File: src/rtl/vga_attr_pkg.sv
package vga_attr_pkg;

    localparam int DATA_W = 8;
    localparam int IDX_W  = 6;
    localparam int SEL_W  = 5;

    typedef logic [DATA_W-1:0] byte_t;

    // decoded access kinds for one bus cycle
    typedef struct packed {
        logic idx_wr;     // write to the shared index/data address
        logic idx_rd;     // read of the shared index/data address
        logic data_rd;    // read of the data readback address
        logic status_rd;  // read of the live input-status address
    } acc_dec_t;

    // per-register write masks
    function automatic byte_t attr_mask(input logic [SEL_W-1:0] sel);
        byte_t m;
        if (sel < 5'h10)       m = 8'h3F;
        else if (sel == 5'h10) m = 8'hEF;
        else if (sel == 5'h11) m = 8'hFF;
        else if (sel == 5'h12) m = 8'h3F;
        else                   m = 8'h0F;
        return m;
    endfunction

endpackage

File: src/rtl/vga_attr_decode.sv
module vga_attr_decode
    import vga_attr_pkg::*;
#(
    parameter int unsigned       ADDR_W      = 16,
    parameter logic [ADDR_W-1:0] PORT_INDEX  = 'h3C0,
    parameter logic [ADDR_W-1:0] PORT_DATA   = 'h3C1,
    parameter logic [ADDR_W-1:0] PORT_STAT_C = 'h3DA,
    parameter logic [ADDR_W-1:0] PORT_STAT_M = 'h3BA
) (
    input  logic [ADDR_W-1:0] addr,
    input  logic              rd_en,
    input  logic              wr_en,
    input  logic              mono_sel,
    output acc_dec_t          dec
);

    logic [ADDR_W-1:0] stat_addr;

    always_comb begin
        stat_addr     = mono_sel ? PORT_STAT_M : PORT_STAT_C;
        dec           = '0;
        dec.idx_wr    = wr_en && (addr == PORT_INDEX);
        dec.idx_rd    = rd_en && (addr == PORT_INDEX);
        dec.data_rd   = rd_en && (addr == PORT_DATA);
        dec.status_rd = rd_en && (addr == stat_addr);
    end

endmodule

File: src/rtl/vga_attr_regfile.sv
module vga_attr_regfile
    import vga_attr_pkg::*;
#(
    parameter int unsigned NUM_REGS = 21
) (
    input  logic             clk,
    input  logic             rst,
    input  logic             wr_en,
    input  logic [SEL_W-1:0] wr_sel,
    input  byte_t            wr_data,
    input  logic [SEL_W-1:0] rd_sel,
    output byte_t            rd_data
);

    localparam logic [SEL_W:0] SEL_LIMIT = (SEL_W+1)'(NUM_REGS);

    logic [NUM_REGS-1:0][DATA_W-1:0] regs_d, regs_q;
    logic                            wr_hit, rd_hit;

    always_comb begin
        wr_hit = wr_en && ({1'b0, wr_sel} < SEL_LIMIT);
        rd_hit = {1'b0, rd_sel} < SEL_LIMIT;
        regs_d = regs_q;
        for (int i = 0; i < int'(NUM_REGS); i++) begin
            if (wr_hit && (wr_sel == SEL_W'(i)))
                regs_d[i] = wr_data & attr_mask(SEL_W'(i));
        end
        rd_data = rd_hit ? regs_q[rd_sel] : '0;
    end

    always_ff @(posedge clk) begin
        if (rst) regs_q <= '0;
        else     regs_q <= regs_d;
    end


    out_of_range_wr_chk: assert property (@(posedge clk) disable iff (rst)
        (wr_en && !({1'b0, wr_sel} < SEL_LIMIT)) |=> $stable(regs_q));

    genvar g;
    generate
        for (g = 0; g < int'(NUM_REGS); g++) begin : g_mask_chk

            masked_bits_chk: assert property (@(posedge clk) disable iff (rst)
                (regs_q[g] & ~attr_mask(SEL_W'(g))) == '0);
        end
    endgenerate

endmodule

File: src/rtl/vga_attr_port.sv
module vga_attr_port
    import vga_attr_pkg::*;
#(
    parameter int unsigned       ADDR_W      = 16,
    parameter int unsigned       NUM_REGS    = 21,
    parameter logic [ADDR_W-1:0] PORT_INDEX  = 'h3C0,
    parameter logic [ADDR_W-1:0] PORT_DATA   = 'h3C1,
    parameter logic [ADDR_W-1:0] PORT_STAT_C = 'h3DA,
    parameter logic [ADDR_W-1:0] PORT_STAT_M = 'h3BA
) (
    input  logic              clk,
    input  logic              rst,
    input  logic              mono_sel,
    input  logic [ADDR_W-1:0] addr,
    input  logic              rd_en,
    input  logic              wr_en,
    input  logic [7:0]        wdata,
    output logic [7:0]        rdata
);

    typedef struct packed {
        logic             data_next;  // toggle: 1 = next write is data
        logic [IDX_W-1:0] idx;
        byte_t            rdata;
    } seq_t;

    seq_t     seq_d, seq_q;
    acc_dec_t dec;
    byte_t    rf_rd_data;
    logic     rf_wr;

    vga_attr_decode #(
        .ADDR_W     (ADDR_W),
        .PORT_INDEX (PORT_INDEX),
        .PORT_DATA  (PORT_DATA),
        .PORT_STAT_C(PORT_STAT_C),
        .PORT_STAT_M(PORT_STAT_M)
    ) decode_i (
        .addr    (addr),
        .rd_en   (rd_en),
        .wr_en   (wr_en),
        .mono_sel(mono_sel),
        .dec     (dec)
    );

    assign rf_wr = dec.idx_wr && seq_q.data_next;

    vga_attr_regfile #(
        .NUM_REGS(NUM_REGS)
    ) regfile_i (
        .clk    (clk),
        .rst    (rst),
        .wr_en  (rf_wr),
        .wr_sel (seq_q.idx[SEL_W-1:0]),
        .wr_data(wdata),
        .rd_sel (seq_q.idx[SEL_W-1:0]),
        .rd_data(rf_rd_data)
    );

    always_comb begin
        seq_d = seq_q;
        if (dec.idx_wr) begin
            if (!seq_q.data_next) seq_d.idx = wdata[IDX_W-1:0];
            seq_d.data_next = !seq_q.data_next;
        end
        if (dec.status_rd) seq_d.data_next = 1'b0;
        if (rd_en) begin
            if (dec.idx_rd)
                seq_d.rdata = seq_q.data_next ? '0 : byte_t'(seq_q.idx);
            else if (dec.data_rd)
                seq_d.rdata = rf_rd_data;
            else
                seq_d.rdata = '0;
        end
    end

    always_ff @(posedge clk) begin
        if (rst) seq_q <= '0;
        else     seq_q <= seq_d;
    end

    assign rdata = seq_q.rdata;


    flip_on_write_chk: assert property (@(posedge clk) disable iff (rst)
        dec.idx_wr |=> (seq_q.data_next != $past(seq_q.data_next)));


    toggle_quiet_chk: assert property (@(posedge clk) disable iff (rst)
        (!dec.idx_wr && !dec.status_rd) |=> $stable(seq_q.data_next));


    status_clear_chk: assert property (@(posedge clk) disable iff (rst)
        dec.status_rd |=> !seq_q.data_next);


    index_rd_zero_chk: assert property (@(posedge clk) disable iff (rst)
        (dec.idx_rd && seq_q.data_next) |=> (rdata == '0));


    rdata_hold_chk: assert property (@(posedge clk) disable iff (rst)
        !rd_en |=> $stable(rdata));

endmodule

File: config.mk
export PLATFORM = sky130hd
export DESIGN_NAME = vga_attr_port
export DESIGN_NICKNAME = d
export VERILOG_FILES = /design/src/rtl/vga_attr_pkg.sv /design/src/rtl/vga_attr_decode.sv /design/src/rtl/vga_attr_regfile.sv /design/src/rtl/vga_attr_port.sv
export SDC_FILE = /design/constraint.sdc
export NUM_CORES = 1
export LEC_CHECK = 0
export BUFFER_PORTS_ARGS = -buffer_cell sky130_fd_sc_hd__buf_2
export CORE_ASPECT_RATIO = 1.75
export CORE_MARGIN = 2
export CORE_UTILIZATION = 25
export CTS_CLUSTER_DIAMETER = 40
export DETAILED_ROUTE_END_ITERATION = 10
export GPL_ROUTABILITY_DRIVEN = 1
export PLACE_DENSITY = 0.43
export SLEW_MARGIN = 20
export SYNTH_ARGS = -nofsm -noshare
export SYNTH_HDL_FRONTEND = slang
export SYNTH_SLANG_ARGS = --single-unit
File: constraint.sdc
create_clock -name clk -period 3.05 [get_ports clk]
set_input_delay 0.915 -clock clk [delete_from_list [all_inputs] [get_ports clk]]
set_output_delay 0.915 -clock clk [all_outputs]
set_load 0.02 [all_outputs]
==> metrics.log <==
[metrics] element type at the critical path start: primary input
[metrics] number of DRC markers in iteration 0: 269
[metrics] Worst Hold Class: reg2reg
[metrics] final-report setup violation count: 0
[metrics] layout-stage area growth over the synthesis result: 16.62%
[metrics] first-pass GRT wire length: 31.29 mm
[metrics] dominant synthesized flop cell: dfxtp_1
[metrics] type of the worst setup path: in2reg
[metrics] cell-internal power: 3.102 mW
[metrics] number of top-level pins: 37
[metrics] synthesized cell area: 0.006685 mm^2
[metrics] Max-cap violations: 0
[metrics] number of placement rows: 79
[metrics] length of the first detailed-routing pass in iterations: 4
[metrics] final net count: 697
[metrics] utilization after layout: 29.43%
[metrics] number of flip-flops and latches in the synthesized netlist: 140
[metrics] Inserted Clock Buffers: 17
[metrics] area inside the core boundary: 0.02649 mm^2
[metrics] capturing point of the worst reg2reg path: regfile_i.regs_q[33]
[metrics] Netlist cell types: 50
[metrics] sum of negative setup slack: 0 ns
[metrics] Period minus WS final: 2.512 ns
[metrics] type of element capturing the critical path: register
[metrics] arrival time worst endpoint: 2.85 ns
[metrics] y dimension of the die: 220.3 um
[metrics] register-to-register setup slack: 0.54 ns
[metrics] switching power of the nets: 900.0 uW
[metrics] slew of the pin with the lowest slew margin: 0.8356 ns
[metrics] HPWL reported at the end of detailed placement: 14.22 mm
[metrics] average size of a mapped cell: 10.32 um^2
[metrics] post-synthesis async set-or-reset flop share: 0%
[metrics] hold-fix buffer count after cts: 0
[metrics] final hold slack: 0.4718 ns
[metrics] Worst EP required: 3.39 ns
[metrics] YS warnings: 0
[metrics] Power Total: 4.002 mW
[metrics] count of flip-flops with a built-in enable after synthesis: 0
[metrics] highest fanout seen on the critical path: 12
[metrics] number of cells traversed by the worst hold path: 2
[metrics] relative max-transition margin: 44.29%
[metrics] cell types with the largest area share after synthesis: dfxtp_1, mux2i_1, mux4_2
[metrics] peak clock frequency supported by timing: 398.0 MHz
[metrics] number of vias per cell: 4.837
[metrics] Final Wtd Congestion: 0.8021
[metrics] count of non-filler cells in the finished layout: 1005
[metrics] post-detailed-route DRC marker count: 0
[metrics] beginning of the worst hold path: seq_q[13]
[metrics] final cell area excluding filler cells: 0.007796 mm^2
[metrics] clock tree from TritonCTS: done
[metrics] Critical R2R Launch: seq_q[11]
[metrics] top-area cell type share of the netlist area: 41.92%
[metrics] Worst Setup Slack, final: 0.5376 ns
[metrics] initial core utilization: 25.24%
[metrics] ant diodes: 0
[metrics] Vias: 4861
[metrics] number of buffers added on ports: 36
[metrics] count of placed standard cells including taps: 973
[metrics] die extent in x: 127.6 um
[metrics] maximum buffer depth of the clock tree: 2
[metrics] Final Hold Fails: 0
[metrics] Post-CTS Setup Repair Bufs: 0
[metrics] largest vdd supply drop: 0.2337 mV
[metrics] status: complete, no violations
[metrics] Worst Reg-to-Reg Cells: 5
[metrics] maximum number of pins on one net before global-route repair: 77
[metrics] portion of total power attributed to sequential cells: 45.7%
[metrics] clk sinks: 140
[metrics] final number of max-transition violations: 0
[metrics] post-placement setup slack: 0.09783 ns
[metrics] cell type with the largest total area after synthesis: dfxtp_1
[metrics] DIE AREA: 0.02812 mm^2
[metrics] clock latency on the worst-skew pair: 0.43 ns
[metrics] share of synthesized area occupied by flip-flops and latches: 41.92%
[metrics] period utilization: 82.38%
[metrics] cts repair resizes: 0
[metrics] cell at the root of the clock tree: clkbuf_16
[metrics] RSZ-0062 raised after global routing: no
[metrics] Hold Path Sink: rdata[5]
[metrics] post-route antenna net violation count: 0
[metrics] instance count of the mapped netlist: 648
[metrics] share of layout cells above drive strength 1: 20.12%
[metrics] part of the power in combinational logic: 3.5%
[metrics] mean routed wirelength per cell: 20.27 um
[metrics] clock network power share: 50.8%
[metrics] antenna violations before repair: 0
[metrics] via count of the first global-routing pass: 5128
[metrics] commonest cells after routing, fill and taps aside: mux2i_1, dfxtp_1, nor2_1
[metrics] CTS H-Tree Depth: 4
[metrics] Placed Area: 0.007213 mm^2
[metrics] leakage power total: 3.508 nW
[metrics] CP Launch Point: addr[11]
[metrics] WL final: 20.37 mm
[metrics] Power Density: 513.4 mW/mm^2
[metrics] GRT Overall Usage: 15.11%
[metrics] most common cell after layout, fill and taps aside: mux2i_1
[metrics] global-route congestion overflow total: 0
[metrics] clock edge transition at the registers on the reported setup and hold paths: 0.06 ns
[metrics] proportion of total power due to net switching: 22.49%
[metrics] Layout Skew: 0.007948 ns
[metrics] post-synth net total: 677
## flip-flops by register name, summed over array words and instances, names as in the netlist
signal	count
rdata	8
regfile_i.regs_q	125
seq_q	7
## metal layers
metal | global-route usage [%] | share of wire (%) | up-vias
met5 | 0 | 0 | -
met4 | 7.546 | 3.9 | 0
li1 | - | - | 2311
met2 | 28.48 | 54 | 96
met3 | 3.046 | 2.5 | 32
met1 | 15.71 | 40 | 2422
## cell families after synthesis
kind of cell / count (synthesis) / share of synthesized area, %
buffers and inverters: 63 / 4.398
AOI/OAI and AO/OA: 31 / 3.163
and+or+nand+nor: 238 / 19.20
muxes: 176 / 31.31
DFF: 140 / 41.92
## cell usage after synthesis, types with 8 or more instances
cell type,number
dfxtp_1,140
mux2i_1,139
nor2_1,85
nand2b_1,66
clkbuf_1,35
mux4_2,24
nand2_1,24
buf_4,11
mux2_2,11
nand4_1,11
nor2b_1,10
buf_1,8
## power by group through the flow
stage | sequential (mW) | clock [mW] | combinational [mW]
final | 1.83 | 2.03 | 0.139
after global routing | 1.83 | 2.16 | 0.148
after CTS | 1.83 | 2.09 | 0.141
after detailed placement | 1.87 | 0 | 0.140
after global placement | 1.87 | 0 | 0.138
after floorplan | 1.87 | 0 | 0.0724
## final cells by class
cell class | instances | area, um^2
inverters | 1 | 3.754
multi-input cells | 445 | 3588
clock inverters | 9 | 85.08
clock buffers | 23 | 498.0
flip-flops and latches | 140 | 2805
fillers | 2762 | 18690
repair buffers | 63 | 410.4
well taps | 324 | 405.4
## worst max path at each step
stage / end / cells past startpoint
6_report: regfile_i.regs_q[17] / 7
5_1_grt: regfile_i.regs_q[33] / 4
4_1_cts: regfile_i.regs_q[33] / 4
3_5_place_dp: regfile_i.regs_q[17] / 7
3_3_place_gp: regfile_i.regs_q[17] / 7
2_1_floorplan: rdata[0] / 5
## critical path: stages
cell and delay [ns]:
buf_2 0.11, nor4_2 0.34, and4_1 0.28, buf_4 0.19
and4b_1 0.31, and2_1 0.45, mux2i_1 0.25
(Power assumes the default switching activity.)
